--- config.mk ---
export PLATFORM = sky130hd
export DESIGN_NAME = bus_xcvr_reg
export DESIGN_NICKNAME = d
export VERILOG_FILES = /design/src/rtl/xcvr_pkg.sv /design/src/rtl/xcvr_cap_reg.sv /design/src/rtl/xcvr_drive_ctl.sv /design/src/rtl/xcvr_path.sv /design/src/rtl/bus_xcvr_reg.sv
export SDC_FILE = /design/constraint.sdc
export NUM_CORES = 1
export LEC_CHECK = 0
export BUFFER_PORTS_ARGS = -buffer_cell sky130_fd_sc_hd__buf_2
export CORE_MARGIN = 5
export CORE_UTILIZATION = 48
export DETAILED_ROUTE_END_ITERATION = 6
export PLACE_DENSITY = 0.83
export SETUP_SLACK_MARGIN = 0.5
export SLEW_MARGIN = 0
export SYNTH_ARGS = -nofsm -noshare
export SYNTH_HDL_FRONTEND = slang
export SYNTH_HIERARCHICAL = 1
export SYNTH_SLANG_ARGS = --single-unit
--- constraint.sdc ---
create_clock -name clk_i -period 1.5 [get_ports clk_i]
set_clock_uncertainty 0.1 [all_clocks]
set_input_delay 0.15 -clock clk_i [delete_from_list [all_inputs] [get_ports clk_i]]
set_output_delay 0.15 -clock clk_i [all_outputs]
set_load 0.01 [all_outputs]
--- src/rtl/xcvr_pkg.sv ---
package xcvr_pkg;
  typedef enum logic [1:0] {
    DRV_NONE = 2'd0,
    DRV_A    = 2'd1,
    DRV_B    = 2'd2
  } drive_e;
endpackage

--- src/rtl/xcvr_cap_reg.sv ---
module xcvr_cap_reg #(
  parameter int W = 8
) (
  input  logic         clk_i,
  input  logic         rst_ni,
  input  logic         cap_i,
  input  logic [W-1:0] d_i,
  output logic [W-1:0] q_o
);
  always_ff @(posedge clk_i or negedge rst_ni) begin
    if (!rst_ni)    q_o <= '0;
    else if (cap_i) q_o <= d_i;
  end
endmodule

--- src/rtl/xcvr_drive_ctl.sv ---
module xcvr_drive_ctl
  import xcvr_pkg::*;
(
  input  logic   rst_ni,
  input  logic   oe_ni,
  input  logic   dir_i,
  output drive_e drv_o
);
  always_comb begin
    drv_o = DRV_NONE;
    if (rst_ni && !oe_ni) drv_o = dir_i ? DRV_B : DRV_A;
  end
endmodule

--- src/rtl/xcvr_path.sv ---
module xcvr_path #(
  parameter int W = 8
) (
  input  logic         sel_i,
  input  logic [W-1:0] live_i,
  input  logic [W-1:0] held_i,
  output logic [W-1:0] out_o
);
  for (genvar i = 0; i < W; i++) begin : g_bit
    assign out_o[i] = ~(sel_i ? held_i[i] : live_i[i]);
  end
endmodule

--- src/rtl/bus_xcvr_reg.sv ---
module bus_xcvr_reg
  import xcvr_pkg::*;
#(
  parameter int W = 8
) (
  input  logic         clk_i,
  input  logic         rst_ni,
  input  logic [W-1:0] a_in_i,
  input  logic [W-1:0] b_in_i,
  input  logic         a_cap_i,
  input  logic         b_cap_i,
  input  logic         dir_i,
  input  logic         oe_ni,
  input  logic         a_sel_i,
  input  logic         b_sel_i,
  output logic [W-1:0] a_out_o,
  output logic         a_oe_o,
  output logic [W-1:0] b_out_o,
  output logic         b_oe_o
);
  logic [W-1:0] a_held, b_held;
  drive_e       drv;

  xcvr_cap_reg #(.W(W)) u_a_reg (
    .clk_i(clk_i), .rst_ni(rst_ni), .cap_i(a_cap_i), .d_i(a_in_i), .q_o(a_held)
  );
  xcvr_cap_reg #(.W(W)) u_b_reg (
    .clk_i(clk_i), .rst_ni(rst_ni), .cap_i(b_cap_i), .d_i(b_in_i), .q_o(b_held)
  );

  xcvr_drive_ctl u_ctl (
    .rst_ni(rst_ni), .oe_ni(oe_ni), .dir_i(dir_i), .drv_o(drv)
  );

  // port B carries A-side data, port A carries B-side data
  xcvr_path #(.W(W)) u_to_b (
    .sel_i(b_sel_i), .live_i(a_in_i), .held_i(a_held), .out_o(b_out_o)
  );
  xcvr_path #(.W(W)) u_to_a (
    .sel_i(a_sel_i), .live_i(b_in_i), .held_i(b_held), .out_o(a_out_o)
  );

  assign a_oe_o = (drv == DRV_A);
  assign b_oe_o = (drv == DRV_B);
endmodule

==> impl_metrics.ini, run 1 <==
[power]
power_mw = 1.03
ir_worst_vdd_mv = 0.448
power.static_leakage_nw = 0.698
powerDensity_nw_per_um2 = 819

[setup_path]
cp-end-kind = output port
cp-start-kind = flop
timing.reg2reg.worst_path_depth = 3
criticalPathCategory = reg2out
cp_cell_sequence = mux2i_1, buf_2
worst_path_arrival_ns = 0.97
critical_path_buf_inv_count = 1
critical_path_peak_fanout = 2
cp_slowest_cell = sky130_fd_sc_hd__dfrtp_1
cp_data_required_time_ns = 1.25
cp_num_cells = 2
cpPeakStageDelay_ns = 0.40
critical_path.top_delay_family = flip-flops

[worst_hold_path]
holdCritPathClass = in2reg
worst_hold_path.num_cells = 2

[drt]
drc = 0
first_iter_violations = 5
drt-pass1-iter-count = 2
antenna_violation_net_count_after_detailed_routing = 0
via_total_after_detailed_routing = 654
routed_wire_length_per_instance_um = 14.5
detailed_route_vias_per_instance = 4.77
finalWirelength_um = 1980

[global_routing]
maximum_number_of_pins_on_one_net_before_global_route_repair = 17
global_route.peak_usage_layer = met2
grt_util_met3_pct = 3.38
grt_pass1_vias = 672
global_route.overflow_total = 0
grt_use_total_pct = 14.7
antenna_found_initial = 0
gr-usage-met1_pct = 16.9
grt.met2_usage_pct = 26.4
grt_pass1_wl_um = 3010

[floorplanning]
row_count = 15
floorplan.initialDensity_pct = 50.5
ioPinCount = 42
dieWidth_um = 52.9
core_area_um2 = 1750
design.die.area_um2 = 2800
die-height_um = 52.9

[cells_and_area]
finish.net_count = 138
antenna_cells = 0
areaGrowthSynthToFinish_pct = 42.6
layout-drive-gt1-share_pct = 68.8
fin_util_pct = 72.0

[timing]
timing.fmax_mhz = 822
grt_setup_unrepaired = yes
setup_violations = 0
timing_hold_violations_final = 0
drv_slew = 0
period_share_pct = 81.1
hold_ws_ns = 0.0191
fin_setup_tns_ns = 0
period_needed_ns = 1.22
max_slew_margin_pct = 82.4
worstMarginPinSlew_ns = 0.264
final_worst_slack_ns = 0.284

[clocking]
clockBufferDepth = 2
cts-root-buf = sky130_fd_sc_hd__clkbuf_4
cts_htree_levels = 1
clk_transition_reported_paths_ns = 0.09
numCtsBuffers = 3
insertion_delay_ns = 0.27
tritoncts = done
numClockSinks = 16

[synthesis]
post_synth_inst_count = 56
number_of_synthesized_register_bits = 16
synth.distinct_cells = 8
synth_warnings = 6
syn_avg_cell_area_um2 = 15.8
synth-seq-area-share_pct = 45.4
post_synth_instance_area_um2 = 882
mappedNetlistNets = 80

[outcome]
run_status = complete, no violations

[place]
post-place-ws_ns = 0.452
dp_hpwl_um = 1370
number_of_port_buffers = 41
routabilityCongestion = 0.619

[job]
drv_cap = 0
[layer usage]
layer | vias to the layer above | share of wire, %
li1 | 311 | -
met1 | 322 | 39
met2 | 19 | 55
met3 | 2 | 4.9
met4 | 0 | 1.1
met5 | - | 0
[synthesized netlist by cell type]
| library cell | n | area, um^2 |
|---|---|---|
| sky130_fd_sc_hd__nor3b_2 | 1 | 12.5 |
| sky130_fd_sc_hd__mux2_4 | 16 | 240 |
| sky130_fd_sc_hd__and3b_1 | 1 | 8.76 |
| sky130_fd_sc_hd__nor2b_1 | 1 | 6.26 |
| sky130_fd_sc_hd__mux2i_1 | 16 | 160 |
| sky130_fd_sc_hd__dfrtp_1 | 16 | 400 |
| sky130_fd_sc_hd__and2b_2 | 1 | 8.76 |
| sky130_fd_sc_hd__buf_6 | 4 | 45.0 |
[metrics by stage]
step | cell area, um^2 | instances
after floorplan | 882 | 56
after global placement | 1080 | 119
after detailed placement | 1080 | 119
after CTS | 1170 | 128
after global routing | 1260 | 137
final | 1260 | 137
[cells in the final DEF (no fill, tap or decap), drive strengths merged]
cell	netlist	routed
nor2b	1	1
dlygate4sd3	0	1
buf	4	56
nor3b	1	1
and3b	1	1
clkbuf	0	3
mux2i	16	16
and2b	1	1
mux2	16	16
dfrtp	16	16
[power by group]
group	switching, mW	internal, mW
clock network	0.116	0.0927
logic	0.123	0.199
registers	0.0248	0.474
total	0.264	0.766
[cells by family after synthesis]
kind of cell	after synthesis	share of synthesized area [%]
DFF	16	45.4
buffers and inverters	4	5.11
and+or+nand+nor	4	4.11
muxes	32	45.4
[final cells by class]
class | instances | area [um^2]
tap | 25 | 31.3
fill | 141 | 488
sequential | 16 | 400
timing repair buffer | 57 | 360
clock buffer | 3 | 22.5
multi-input combinational | 36 | 443
[state kept, by name, indices dropped and copies added, names as in the netlist]
| register | cells |
|---|---|
| u_a_reg/q_o | 8 |
| u_b_reg/q_o | 8 |
[path summary, 6_finish.rpt]
| check | startpoint | to | slack [ns] |
|---|---|---|---|
| min in group asynchronous | rst_ni | u_a_reg/q_o[5]$_DFFE_PN0P_ | 0.29 |
| max reg2reg | u_a_reg/q_o[0]$_DFFE_PN0P_ | u_a_reg/q_o[0]$_DFFE_PN0P_ | 0.40 |
| min | a_in_i[1] | u_a_reg/q_o[1]$_DFFE_PN0P_ | 0.02 |
| max in group asynchronous | rst_ni | u_b_reg/q_o[6]$_DFFE_PN0P_ | 0.82 |
| min reg2reg | u_a_reg/q_o[2]$_DFFE_PN0P_ | u_a_reg/q_o[2]$_DFFE_PN0P_ | 0.42 |
| max | u_a_reg/q_o[4]$_DFFE_PN0P_ | b_out_o[4] | 0.28 |
[repair_timing]
item | in CTS | in global routing
setup endpoints to repair | 17 | 21
hold buffers | 1 | 0
pin swaps | 1 | 0
gates resized for setup | 3 | 4
hold endpoints to repair | 16 | 0
setup buffers | 5 | 9
(Power assumes the default switching activity.)
==> inputs of run 2 (changes only) <==
CORE_UTILIZATION = 45   (was 48)
PLACE_DENSITY = 0.79   (was 0.83)
clock period = 1.25 ns   (was 1.5 ns; I/O delays follow)
==> impl_metrics.ini, run 2 (synthesized netlist as in run 1, its figures left out) <==
[outcome]
run_status = finished with violations
failing_checks = hold timing

[floorplanning]
dieWidth_um = 54.3
ioPinCount = 42
row_count = 16
die-height_um = 54.3
core_area_um2 = 1920
design.die.area_um2 = 2950
floorplan.initialDensity_pct = 45.9

[power]
power_mw = 1.36
ir_worst_vdd_mv = 0.636
powerDensity_nw_per_um2 = 1010
power.static_leakage_nw = 0.738

[timing]
worstMarginPinSlew_ns = 0.257
grt_setup_unrepaired = yes
max_slew_margin_pct = 82.9
period_share_pct = 96.3
drv_slew = 0
period_needed_ns = 1.20
timing.fmax_mhz = 831
setup_violations = 0
timing_hold_violations_final = 14
hold_ws_ns = -0.0153

[drt]
via_total_after_detailed_routing = 676
detailed_route_vias_per_instance = 4.69
antenna_violation_net_count_after_detailed_routing = 0
routed_wire_length_per_instance_um = 13.6
drc = 0
first_iter_violations = 1
drt-pass1-iter-count = 4
finalWirelength_um = 1950

[clocking]
cts_htree_levels = 1
insertion_delay_ns = 0.27
cts-root-buf = sky130_fd_sc_hd__clkbuf_4
ctsHoldBuffers = 1
clockBufferDepth = 2
numClockSinks = 16
clk_transition_reported_paths_ns = 0.09
numCtsBuffers = 3
tritoncts = done

[cells_and_area]
antenna_cells = 0
layout-drive-gt1-share_pct = 70.1
areaGrowthSynthToFinish_pct = 52.5
layout.cells.most_common_list = 37 x sky130_fd_sc_hd__buf_2, 17 x sky130_fd_sc_hd__buf_6, 16 x sky130_fd_sc_hd__mux2_4, 16 x sky130_fd_sc_hd__dfrtp_1, 16 x sky130_fd_sc_hd__mux2i_1
layout_commonest_cell = sky130_fd_sc_hd__buf_2
finish.instance_area_um2 = 1350
finish.cell_count_without_fillers = 144
finish.net_count = 142
fin_util_pct = 70.0
biggest_regs = u_a_reg/q_o (8), u_b_reg/q_o (8)

[setup_path]
cp-end-kind = output port
cp_slowest_cell = sky130_fd_sc_hd__dfrtp_1
cpPeakStageDelay_ns = 0.41
cp_cell_sequence = mux2i_1, buf_2
cp-start-kind = flop
criticalPathCategory = reg2out
critical_path.top_delay_family = flip-flops
critical_path_peak_fanout = 2
cp_data_required_time_ns = 1.02
critical_path_buf_inv_count = 1
worst_path_arrival_ns = 0.98

[place]
dp_hpwl_um = 1290
number_of_port_buffers = 41
routabilityCongestion = 0.626
post-place-cells = 121
placed_area_um2 = 1080

[worst_hold_path]
holdCritPathClass = in2reg

[global_routing]
global_route.overflow_total = 0
grt_pass1_vias = 696
maximum_number_of_pins_on_one_net_before_global_route_repair = 17
grt_pass1_wl_um = 2850
grt_use_total_pct = 13.2
antenna_found_initial = 0

[job]
drv_cap = 0
==> run 2: changes by cell type in the layout (fill, tap and decap cells not counted) <==
| cell | before | now |
|---|---|---|
| sky130_fd_sc_hd__buf_4 | 13 | 6 |
| sky130_fd_sc_hd__buf_6 | 6 | 17 |
| sky130_fd_sc_hd__clkbuf_8 | 0 | 1 |
==> run 2: what timing repair did <==
item	in CTS	in global routing
hold endpoints to repair	32	16
resized for setup	3	15
buffers inserted	8	10
pin swaps	1	1
setup endpoints to repair	34	34
==> run 2: path summary, 6_finish.rpt <==
check | from | end | slack, ns | cells after the start
setup / recovery | u_b_reg/q_o[0]$_DFFE_PN0P_ | a_out_o[0] | 0.05 | 2
hold / removal | b_in_i[4] | u_b_reg/q_o[4]$_DFFE_PN0P_ | -0.02 | 2
setup reg to reg | u_b_reg/q_o[0]$_DFFE_PN0P_ | u_b_reg/q_o[0]$_DFFE_PN0P_ | 0.16 | 3
hold reg to reg | u_a_reg/q_o[0]$_DFFE_PN0P_ | u_a_reg/q_o[0]$_DFFE_PN0P_ | 0.42 | 1
max in group asynchronous | rst_ni | u_b_reg/q_o[7]$_DFFE_PN0P_ | 0.65 | 3
min in group asynchronous | rst_ni | u_b_reg/q_o[6]$_DFFE_PN0P_ | 0.22 | 3
==> run 2: final cells by class <==
cell class,count,area (um^2)
fill,160,577
multi-input combinational,36,443
timing repair buffer,61,432
clock buffer,4,36.3
tap,27,33.8
sequential,16,400
==> run 2: where the power goes <==
group          total, mW  switching (mW)  internal (mW)  leakage (nW)
registers          0.601          0.0318          0.569         0.187
clock network      0.331           0.154          0.177        0.0210
logic              0.429           0.153          0.276         0.530
==> run 2: layer usage <==
layer | vias to the layer above | GRT usage [%] | wire length, um
li1 | 320 | - | -
met4 | 0 | 6.22 | 19
met3 | 2 | 1.09 | 96
met2 | 17 | 23.5 | 1060
met5 | - | 0 | 0
met1 | 337 | 16.0 | 775
==> run 2: metrics by stage <==
step	TNS (ns)	hold slack, ns	setup WS [ns]
final	0	-0.0153	0.0463
after global routing	-0.0337	-0.0209	-0.0192
after CTS	0	-0.0226	0.0523
after detailed placement	0	0.0133	0.242
after global placement	0	0.0142	0.275
after floorplan	0	-0.271	0.421
